$ cat config.mk
export PLATFORM = sky130hd
export DESIGN_NAME = sec_trace_mon
export DESIGN_NICKNAME = d
export VERILOG_FILES = /design/src/rtl/trc_pkg.sv /design/src/rtl/trc_align.sv /design/src/rtl/trc_judge.sv /design/src/rtl/trc_ais.sv /design/src/rtl/sec_trace_mon.sv
export SDC_FILE = /design/constraint.sdc
export NUM_CORES = 1
export LEC_CHECK = 0
export ABC_AREA = 1
export BUFFER_PORTS_ARGS = -buffer_cell sky130_fd_sc_hd__buf_2
export CORE_ASPECT_RATIO = 2
export CORE_MARGIN = 1.5
export CORE_UTILIZATION = 30
export CTS_CLUSTER_SIZE = 30
export DETAILED_ROUTE_END_ITERATION = 8
export GPL_ROUTABILITY_DRIVEN = 0
export SLEW_MARGIN = 20
export SYNTH_ARGS = -nofsm -noshare
export SYNTH_HDL_FRONTEND = slang
export SYNTH_HIERARCHICAL = 1
export SYNTH_SLANG_ARGS = --single-unit
$ cat constraint.sdc
create_clock -name clk -period 1.5 [get_ports clk]
set_input_delay 0.3 -clock clk [delete_from_list [all_inputs] [get_ports clk]]
set_output_delay 0.3 -clock clk [all_outputs]
set_load 0.05 [all_outputs]
$ cat src/rtl/trc_pkg.sv
package trc_pkg;

    localparam int MSG_BYTES = 16;
    localparam int BYTE_W    = 8;
    localparam int CRC_W     = 7;
    localparam logic [CRC_W-1:0] CRC_POLY = 7'h09;  // x^3 + 1 terms of x^7+x^3+1
    localparam int N_CAUSE   = 3;

    typedef enum logic [1:0] {
        CAUSE_MM  = 2'd0,
        CAUSE_LOS = 2'd1,
        CAUSE_LOF = 2'd2
    } cause_e;

    typedef struct packed {
        logic             done;
        logic [CRC_W-1:0] calc;
        logic [CRC_W-1:0] rxcrc;
    } trc_evt_t;

    function automatic logic [CRC_W-1:0] crc7_step(input logic [CRC_W-1:0] c,
                                                   input logic [BYTE_W-1:0] d);
        logic [CRC_W-1:0] r;
        logic fb;
        r = c;
        for (int i = BYTE_W - 1; i >= 0; i--) begin
            fb = r[CRC_W-1] ^ d[i];
            r  = {r[CRC_W-2:0], 1'b0};
            if (fb) r = r ^ CRC_POLY;
        end
        return r;
    endfunction

endpackage

$ cat src/rtl/trc_align.sv
module trc_align
    import trc_pkg::*;
#(
    parameter int MSG_LEN = MSG_BYTES,
    localparam int IDX_W  = $clog2(MSG_LEN)
) (
    input  logic                          clk,
    input  logic                          rst,
    input  logic                          stb,
    input  logic [BYTE_W-1:0]             byte_i,
    output trc_evt_t                      evt,
    output logic [MSG_LEN-1:0][BYTE_W-1:0] msg
);

    localparam logic [IDX_W-1:0] LAST = IDX_W'(MSG_LEN - 1);

    logic                           open_q;
    logic [IDX_W-1:0]               idx_q;
    logic [CRC_W-1:0]               crc_q;
    logic [MSG_LEN-1:0][BYTE_W-1:0] store_q;
    logic [MSG_LEN-1:0][BYTE_W-1:0] store_n;
    logic [CRC_W-1:0]               crc_n;
    logic                           is_marker;
    trc_evt_t                       evt_q;

    assign is_marker = byte_i[BYTE_W-1];

    // The marker's CRC field is replaced by zeros for the calculation
    always_comb begin
        store_n = store_q;
        crc_n   = crc_q;
        if (is_marker) begin
            store_n[0] = byte_i;
            crc_n      = crc7_step('0, {1'b1, {(BYTE_W-1){1'b0}}});
        end else if (open_q) begin
            store_n[idx_q] = byte_i;
            crc_n          = crc7_step(crc_q, byte_i);
        end
    end

    always_ff @(posedge clk) begin
        if (rst) begin
            open_q   <= 1'b0;
            idx_q    <= '0;
            crc_q    <= '0;
            store_q  <= '0;
            evt_q    <= '0;
            msg      <= '0;
        end else begin
            evt_q.done <= 1'b0;
            if (stb) begin
                store_q <= store_n;
                crc_q   <= crc_n;
                if (is_marker) begin
                    open_q <= 1'b1;
                    idx_q  <= IDX_W'(1);
                end else if (open_q) begin
                    if (idx_q == LAST) begin
                        open_q      <= 1'b0;
                        idx_q       <= '0;
                        evt_q.done  <= 1'b1;
                        evt_q.calc  <= crc_n;
                        evt_q.rxcrc <= store_q[0][CRC_W-1:0];
                        msg         <= store_n;
                    end else begin
                        idx_q <= idx_q + IDX_W'(1);
                    end
                end
            end
        end
    end

    assign evt = evt_q;

endmodule

$ cat src/rtl/trc_judge.sv
module trc_judge
    import trc_pkg::*;
#(
    parameter int MSG_LEN = MSG_BYTES
) (
    input  logic                           clk,
    input  logic                           rst,
    input  logic                           off,
    input  trc_evt_t                       evt,
    input  logic [MSG_LEN-1:0][BYTE_W-1:0] msg,
    input  logic [MSG_LEN-1:0][BYTE_W-1:0] expect_msg,
    output logic                           crc_err,
    output logic                           mism
);

    logic crc_bad;
    logic differs;

    assign crc_bad = (evt.calc != evt.rxcrc);
    assign differs = (msg != expect_msg);

    always_ff @(posedge clk) begin
        if (rst || off) begin
            crc_err <= 1'b0;
            mism    <= 1'b0;
        end else if (evt.done) begin
            crc_err <= crc_bad;
            mism    <= differs && !crc_bad;
        end
    end

endmodule

$ cat src/rtl/trc_ais.sv
module trc_ais
    import trc_pkg::*;
(
    input  logic               clk,
    input  logic               rst,
    input  logic [N_CAUSE-1:0] cause,
    input  logic [N_CAUSE-1:0] enable,
    input  logic               force_i,
    output logic               ais
);

    logic [N_CAUSE-1:0] gated;

    for (genvar g = 0; g < N_CAUSE; g++) begin : g_cause
        assign gated[g] = cause[g] & enable[g];
    end

    always_ff @(posedge clk) begin
        if (rst) ais <= 1'b0;
        else     ais <= force_i | (|gated);
    end

endmodule

$ cat src/rtl/sec_trace_mon.sv
module sec_trace_mon
    import trc_pkg::*;
#(
    parameter int MSG_LEN = MSG_BYTES
) (
    input  logic                      clk,
    input  logic                      rst,
    input  logic                      frame_stb,
    input  logic [BYTE_W-1:0]         trace_byte,
    input  logic                      los,
    input  logic                      lof,
    input  logic                      trace_off,
    input  logic                      ais_en_los,
    input  logic                      ais_en_lof,
    input  logic                      ais_en_mm,
    input  logic                      ais_force,
    input  logic [MSG_LEN*BYTE_W-1:0] exp_trace,
    output logic                      crc_err,
    output logic                      trace_mm,
    output logic                      ais_active
);

    trc_evt_t                       evt;
    logic [MSG_LEN-1:0][BYTE_W-1:0] msg;
    logic [MSG_LEN-1:0][BYTE_W-1:0] expect_msg;
    logic [N_CAUSE-1:0]             cause;
    logic [N_CAUSE-1:0]             enable;

    assign expect_msg = exp_trace;

    assign cause[CAUSE_MM]   = trace_mm;
    assign cause[CAUSE_LOS]  = los;
    assign cause[CAUSE_LOF]  = lof;
    assign enable[CAUSE_MM]  = ais_en_mm;
    assign enable[CAUSE_LOS] = ais_en_los;
    assign enable[CAUSE_LOF] = ais_en_lof;

    trc_align #(.MSG_LEN(MSG_LEN)) u_align (
        .clk    (clk),
        .rst    (rst),
        .stb    (frame_stb),
        .byte_i (trace_byte),
        .evt    (evt),
        .msg    (msg)
    );

    trc_judge #(.MSG_LEN(MSG_LEN)) u_judge (
        .clk        (clk),
        .rst        (rst),
        .off        (trace_off),
        .evt        (evt),
        .msg        (msg),
        .expect_msg (expect_msg),
        .crc_err    (crc_err),
        .mism       (trace_mm)
    );

    trc_ais u_ais (
        .clk     (clk),
        .rst     (rst),
        .cause   (cause),
        .enable  (enable),
        .force_i (ais_force),
        .ais     (ais_active)
    );

endmodule

==> results of run 1 <==
-- worst min-delay path, cell delays in order --
cell and delay, ns:
buf_2 0.08, nor2_1 0.05, o21ai_0 0.07, nor2_1 0.04
-- layer usage --
layer | wire length [µm] | track usage | vias to the layer above
met3 | 1730 | 0.0218 | 161
met2 | 24900 | 0.393 | 348
met1 | 15800 | 0.200 | 5584
met5 | 0 | 0 | -
met4 | 4620 | 0.163 | 0
li1 | - | - | 5922
-- final timing paths --
kind	startpoint	endpoint	slack (ns)	depth (start not counted)
setup / recovery	u_align/idx_q[0]	u_align/evt[7]	-0.19	10
hold / removal	trace_off	u_judge/crc_err	0.03	4
hold reg to reg	u_align/store_q[39]	u_align/store_q[39]	0.45	2
setup reg to reg	u_align/idx_q[0]	u_align/evt[7]	-0.19	10
-- power breakdown --
part | switching [mW] | internal [mW]
registers | 0.0255 | 7.41
logic | 0.954 | 0.630
clock network | 2.87 | 3.67
-- repair_timing --
action                                  in CTS  in global routing
resized for setup                          242                358
pin swaps                                   16                 42
endpoints found under the setup margin     239                261
setup buffers                               15                  7
gates cloned                                 9                 15
-- layout make-up --
type / count / area share
multi-input combinational: 1175 / 0.405
sequential: 278 / 0.317
timing repair buffer: 321 / 0.166
clock buffer: 34 / 0.0385
tap: 530 / 0.0377
inverter: 124 / 0.0274
clock inverter: 7 / 0.00704
antenna: 1 / 0.000142
-- synthesized netlist by cell type --
| master | instances |
|---|---|
| o21ai_0 | 327 |
| inv_2 | 3 |
| buf_2 | 12 |
| inv_1 | 120 |
| xnor2_1 | 122 |
| clkinv_1 | 1 |
| nand4_1 | 3 |
| nand3_1 | 20 |
| nor3_4 | 1 |
| a31oi_1 | 1 |
| buf_6 | 3 |
| xor2_1 | 5 |
| a21oi_1 | 102 |
| nor2_1 | 96 |
| nor4_1 | 1 |
| nand2_2 | 2 |
| ha_1 | 4 |
| a221oi_1 | 1 |
| a211oi_1 | 21 |
| o31ai_2 | 1 |
| dfxtp_1 | 278 |
| nor2_4 | 1 |
| nor3_1 | 12 |
| nand3b_1 | 1 |
| buf_1 | 1 |
| buf_4 | 6 |
| nand2_1 | 437 |
| clkbuf_1 | 79 |
| clkbuf_2 | 2 |
| o31ai_1 | 11 |
| o21ai_1 | 2 |
| a22o_1 | 1 |
| or2_2 | 1 |
-- kinds of logic (layout without fill, tap and decap cells) --
kind of cell               after synthesis  in the layout  share of synthesized area
AOI/OAI and AO/OA                      467            467                      0.198
xor gates and xnor gates               127            127                     0.0903
adders and majority gates                4              4                    0.00406
buffers and inverters                  227            486                     0.0743
DFF                                    278            278                      0.452
other                                    0              1                          0
and+or+nand+nor                        575            577                      0.182
-- state kept, by name (all words and copies together) (netlist names) --
register,flops
u_align/crc_q,7
u_align/idx_q,4
u_align/msg,128
u_judge/mism,1
u_ais/ais,1
u_judge/crc_err,1
u_align/evt,15
u_align/store_q,120
u_align/open_q,1
==> metrics.md, run 1 <==
| Metric | Value |
|---|---|
| Status | `complete, but fails checks` |
| Violated checks | `setup timing` |
| Post-Layout Cell Count | `about 2.5k` |
| Crit path buf inv count | `5` |
| Layout area overhead | `42.9%` |
| Post-Syn Instances | `about 1.7k` |
| Vias in the first global route | `about 11k` |
| Slew Limit Fails | `0` |
| Critical path class | `reg2reg` |
| Worst Tran Pin Value | `~0.9 ns` |
| Area contributors post-synth | `dfxtp_1, nand2_1, o21ai_0` |
| Layout cells sized above 1 | `0.319` |
| Final nets | `around 2.1k` |
| Worst path max stage delay | `roughly 0.36 ns` |
| Static leakage | `between 6 and 7 nW` |
| Final Setup Violations | `roughly 220` |
| Routed WL | `between 40 and 50 mm` |
| Post-Syn Area | `~12000 µm²` |
| Relative slew slack | `0.414` |
| H-tree depth | `1` |
| Largest net degree at the start of global routing | `88` |
| Sequential cell area | `around 5600 µm²` |
| Distinct cells, synth | `33` |
| Residual DRC | `0` |
| Starting Density | `0.305` |
| CTS Sinks | `around 280` |
| Worst skew pair latency | `about 0.56 ns` |
| Pwr/cell area | `approximately 880 nW/µm²` |
| Top cell family by delay on the critical path | `buffers and inverters` |
| Synthesis-stage register bit count | `between 200 and 300` |
| Initial drt markers | `approximately 680` |
| Drt wl/cell | `between 15 and 20 µm` |
| Die area | `between 40000 and 50000 µm²` |
| I/O pin cnt | `149` |
| TritonCTS clock tree | `yes` |
| IO buf count | `148` |
| CP max FO | `8` |
| Synth Area per Inst | `7.34 µm²` |
| Mapped Nets | `1828` |
| Initial antenna violation count | `1` |
| Drt first pass iters | `7` |
| Max-Cap Viols | `0` |
| CTS Hold Bufs | `0` |
| Commonest cells after routing, fill and taps aside | `nand2_1, dfxtp_1, buf_2, o21ai_0, o21ai_1` |
| Sequential share of the synthesized area | `0.452` |
| GRT Util Overall | `0.206` |
| First-pass GRT wire length | `around 66 mm` |
| Place WS | `-0.706 ns` |
| Share of the synthesized area in the top cell type | `0.452` |
| Number of buffers created by CTS | `24` |
| Max Clk Rate | `593 MHz` |
| Synth Warn # | `6` |
| DP Cell Count | `around 2.4k` |
| Width of the die | `about 150 µm` |
| Setup TNS | `-22.05 ns` |
| Commonest non-fill, non-tap cell in the layout | `nand2_1` |
| Clock transition at path regs | `roughly 0.06 ns` |
| Post-route minimum period | `1.69 ns` |
| Post-Place Cell Area | `about 15000 µm²` |
| Core Util, Final | `0.436` |
| Startpoint Class | `flip-flop` |
| Crit path DAT | `between 2 and 2.5 ns` |
| Area of the multi-input gates | `between 7000 and 8000 µm²` |
| Hold Worst Slack | `0.0291 ns` |
| Clk buf depth | `3` |
| Cell taking the most area after synthesis | `dfxtp_1` |
| HPWL Detailed | `about 31 mm` |
| Final clock skew | `0.0261 ns` |
| RSZ-0062 raised after global routing | `true` |
| Root buf cell | `clkbuf_16` |
| Period utilization | `1.12` |
| Total congestion overflow | `0` |
| Chip height | `roughly 290 µm` |
| Post-route cell area | `approximately 18000 µm²` |
| CP cell instances | `buf_6 -> ha_4 -> nand2_4 -> nor3_4 -> buf_12 -> nor2_4 -> buf_12 -> buf_6 -> buf_6 -> a22o_1` |
| Worst path most repeated cell | `buf_6` |
| Final hold violations | `0` |
| CP max-delay cell | `dfxtp_2` |
| Post-route ant nets | `0` |
| CP required | `between 1.5 and 2 ns` |
| Critical Path Sink Type | `flip-flop` |
| Vias/cell | `4.86` |
| Layout fillers | `about 4.0k` |
| VDD IR max | `approximately 0.71 mV` |
| Final Worst Setup Slack | `-0.187 ns` |
| Pwr Total | `approximately 16 mW` |
| Vias | `around 12k` |
| Hold WC Path Type | `in2reg` |
| CORE AREA | `slightly above 40000 µm²` |
| Cell row count | `roughly 100` |
No activity file was read; power rests on OpenSTA's default activity.
==> run 2: changes to the inputs <==
- ABC_AREA: 1 -> 0
==> run 2 against run 1 <==
Compared with the run above:
- the flow still finishes with violations (setup timing)
- clock skew shrank 0.0046 ns
- critical path depth shrank 4
- clock-buffer cell count shrank 2
- global-route usage grew 1.3 points
==> metrics.md, run 2 <==
| Metric | Value |
|---|---|
| IO buf count | `148 (unchanged)` |
| Pwr Total | `15.9 mW (+2.1%)` |
| H-tree depth | `1 (unchanged)` |
| Period utilization | `1.12 (-0.00899)` |
| Worst skew pair latency | `0.57 ns (about the same)` |
| Place WS | `-0.427 ns (+0.279 ns)` |
| DP Cell Count | `2133 (-11%)` |
| Vias/cell | `5.15 (+5.8%)` |
| Commonest non-fill, non-tap cell in the layout | `dfxtp_1` |
| Number of buffers created by CTS | `25 (+4.2%)` |
| Synth Warn # | `6 (unchanged)` |
| Relative slew slack | `0.741 (+0.328)` |
| Min-delay src | `los` |
| Layout fillers | `3799 (-4.5%)` |
| R2R Path End | `u_align/msg[87]` |
| Drt first pass iters | `5 (-2)` |
| GRT Util Overall | `0.218 (+0.0125)` |
| Final hold violations | `0 (unchanged)` |
| Sequential share of the synthesized area | `0.439 (-0.0125)` |
| Critical R2R Launch | `u_align/open_q` |
| Final clock skew | `0.0215 ns (-0.00463 ns)` |
| Vias in the first global route | `11.4k (+0.17%)` |
| Initial antenna violation count | `5 (+4)` |
| Slew Limit Fails | `0 (unchanged)` |
| Max reg flops | `128 (unchanged)` |
| Max Clk Rate | `598 MHz (+0.81%)` |
| Die area | `43500 µm² (+2.8%)` |
| Largest reg by FF count | `u_align/msg` |
| Pwr/cell area | `837 nW/µm² (-5.4%)` |
| Cell taking the most area after synthesis | `dfxtp_1` |
| Setup TNS | `-17.37 ns (+4.68 ns)` |
| Final nets | `1824 (-12%)` |
| Layout area overhead | `49.9%` |
| Starting Density | `0.303 (-0.00210)` |
| Root buf cell | `clkbuf_16` |
| Violated checks | `setup timing` |
| CP max FO | `5 (-3)` |
| Distinct cells, synth | `50 (+52%)` |
| Async set-reset flop share out of synthesis | `0 (unchanged)` |
| Clk buf depth | `3 (unchanged)` |
| VDD IR max | `0.705 mV (-0.98%)` |
| HPWL Detailed | `34.9 mm (+12%)` |
| Commonest cells after routing, fill and taps aside | `dfxtp_1, nor2_1, buf_2, mux2i_1, xnor2_1` |
| Final Setup Violations | `250 (+16%)` |
| Critical path class | `reg2reg` |
| TritonCTS clock tree | `yes` |
| Cell row count | `106 (+1.9%)` |
| Final Worst Setup Slack | `-0.173 ns (+0.0135 ns)` |
| Total congestion overflow | `0 (unchanged)` |
| Diode count | `0 (-1)` |
| Reg-to-reg slack, setup | `-0.17 ns (about the same)` |
| Area contributors post-synth | `dfxtp_1, mux2i_1, xnor2_1` |
| Clock transition at path regs | `0.07 ns (about the same)` |
| Layout cells sized above 1 | `0.429 (+0.110)` |
| CP cell instances | `buf_6 -> and3b_2 -> and3_4 -> buf_6 -> nand3b_1 -> a21oi_1` |
| Post-Syn Area | `12700 µm² (+2.9%)` |
| Static leakage | `7.39 nW (+11%)` |
| Synthesis-stage register bit count | `278 (unchanged)` |
| Top FF cell, synth | `dfxtp_1` |
| Initial drt markers | `564 (-16%)` |
| Max-Cap Viols | `0 (unchanged)` |
| I/O pin cnt | `149 (unchanged)` |
| Core Util, Final | `0.454 (+0.0182)` |
| Worst path most repeated cell | `buf_6` |
| WHS Path Cells | `3 (-1)` |
| Largest net degree at the start of global routing | `70 (-20%)` |
| Chip height | `294 µm (+1.4%)` |
| Width of the die | `148 µm (+1.4%)` |
| Worst Tran Pin Value | `0.387 ns (-0.492 ns)` |
| Routed WL | `50.6 mm (+7.6%)` |
| Hold Path End | `u_ais/ais` |
| Post-Syn Instances | `1356 (-19%)` |
| Post-route ant nets | `0 (unchanged)` |
| Post-Layout Cell Count | `2233 (-9.6%)` |
| Post-route minimum period | `1.67 ns (-0.0135 ns)` |
| Drt wl/cell | `22.6 µm (+19%)` |
| Mapped Nets | `1506 (-18%)` |
| Residual DRC | `0 (unchanged)` |
| Status | `complete, but fails checks` |
| Crit. Startpoint | `u_align/open_q` |
| First-pass GRT wire length | `70.1 mm (+6.4%)` |
| Hold WC Path Type | `in2reg` |
| Worst path max stage delay | `0.37 ns (about the same)` |
| Startpoint Class | `flip-flop` |
| CORE AREA | `41800 µm² (+3.6%)` |
| Crit path DAT | `2.17 ns (+0.04 ns)` |
| CP max-delay cell | `dfxtp_4` |
| CP required | `1.99 ns (+0.05 ns)` |
| Share of the synthesized area in the top cell type | `0.439 (-0.0125)` |
| Count of flip-flops with a built-in enable after synthesis | `0 (unchanged)` |
| Worst reg-to-reg path cell count | `6 (-4)` |
| Critical Path Sink Type | `flip-flop` |
| Synth Area per Inst | `9.34 µm² (+27%)` |
| Top cells by count, synth | `dfxtp_1, nor2_1, mux2i_1, xnor2_1, nand2_1` |
| Vias | `11.5k (-4.3%)` |
| RSZ-0062 raised after global routing | `true` |
| Most frequent cell after synthesis | `dfxtp_1` |
| CTS Sinks | `278 (unchanged)` |
run 2: cell types whose count changed in the layout (fill, tap and decap cells not counted), sizes merged, moves of 42 or more:
cell   before  now
buf       310  380
nor2       97  208
o21ai     329   10
nand2     441  109
inv       122   10
a21oi     102   60
mux2i       0  161
run 2: cell families after synthesis:
logic type      Yosys count  synth area share
buf+inv                 117            0.0479
compound gates          166            0.0972
xor+xnor                150             0.106
mux                     161             0.127
fa+ha+maj                 4           0.00395
flops                   278             0.439
simple gates            480             0.178
run 2: what timing repair did:
item                                    CTS  global route
endpoints found under the setup margin  256           265
setup buffers                            16            24
cloned                                    5            17
resized for setup                       130           214
hold buffers                              2             0
hold endpoints to repair                  1             0
pin swaps                                52           107
run 2: layout make-up:
cell class | count | area, µm² | share of cell area
multi-input combinational | 962 | 7960 | 0.419
tap | 540 | 676 | 0.0356
timing repair buffer | 399 | 3860 | 0.203
clock buffer | 32 | 712 | 0.0375
clock inverter | 14 | 158 | 0.00830
inverter | 8 | 30.0 | 0.00158
sequential | 278 | 5590 | 0.295
run 2: per-stage QoR:
stage          area, µm²  hold WS [ns]
2_1_floorplan      13100         0.369
3_3_place_gp       15900         0.436
3_5_place_dp       15900         0.450
4_1_cts            17600       0.00537
5_1_grt            19000        0.0724
6_report           19000        0.0352
run 2: where the power goes:
group	leakage (nW)	switching (mW)	internal [mW]
registers	2.25	0.0196	7.40
logic	4.71	0.892	0.632
clock network	0.432	3.05	3.89
total	7.39	3.97	11.9
run 2: metal layers:
layer,track usage,share of wire
met1,0.213,0.34
met2,0.396,0.51
met3,0.0347,0.048
met4,0.185,0.10
met5,0,0.0012
run 2: worst max path at each step:
stage | slack [ns] | cells past startpoint | to
floorplan | -0.13 | 8 | u_align/msg[5]
global placement | -0.46 | 7 | u_judge/mism
detailed placement | -0.43 | 7 | u_judge/mism
CTS | -0.16 | 7 | u_align/msg[77]
global route | -0.21 | 8 | u_align/msg[5]
finish | -0.17 | 6 | u_align/msg[87]
run 2: critical path: cells and delay by family, from the launching register on:
family | cells | cell delay (ns)
buf+inv | 2 | 0.28
flops | 1 | 0.37
simple gates | 3 | 0.75
compound gates | 1 | 0.21
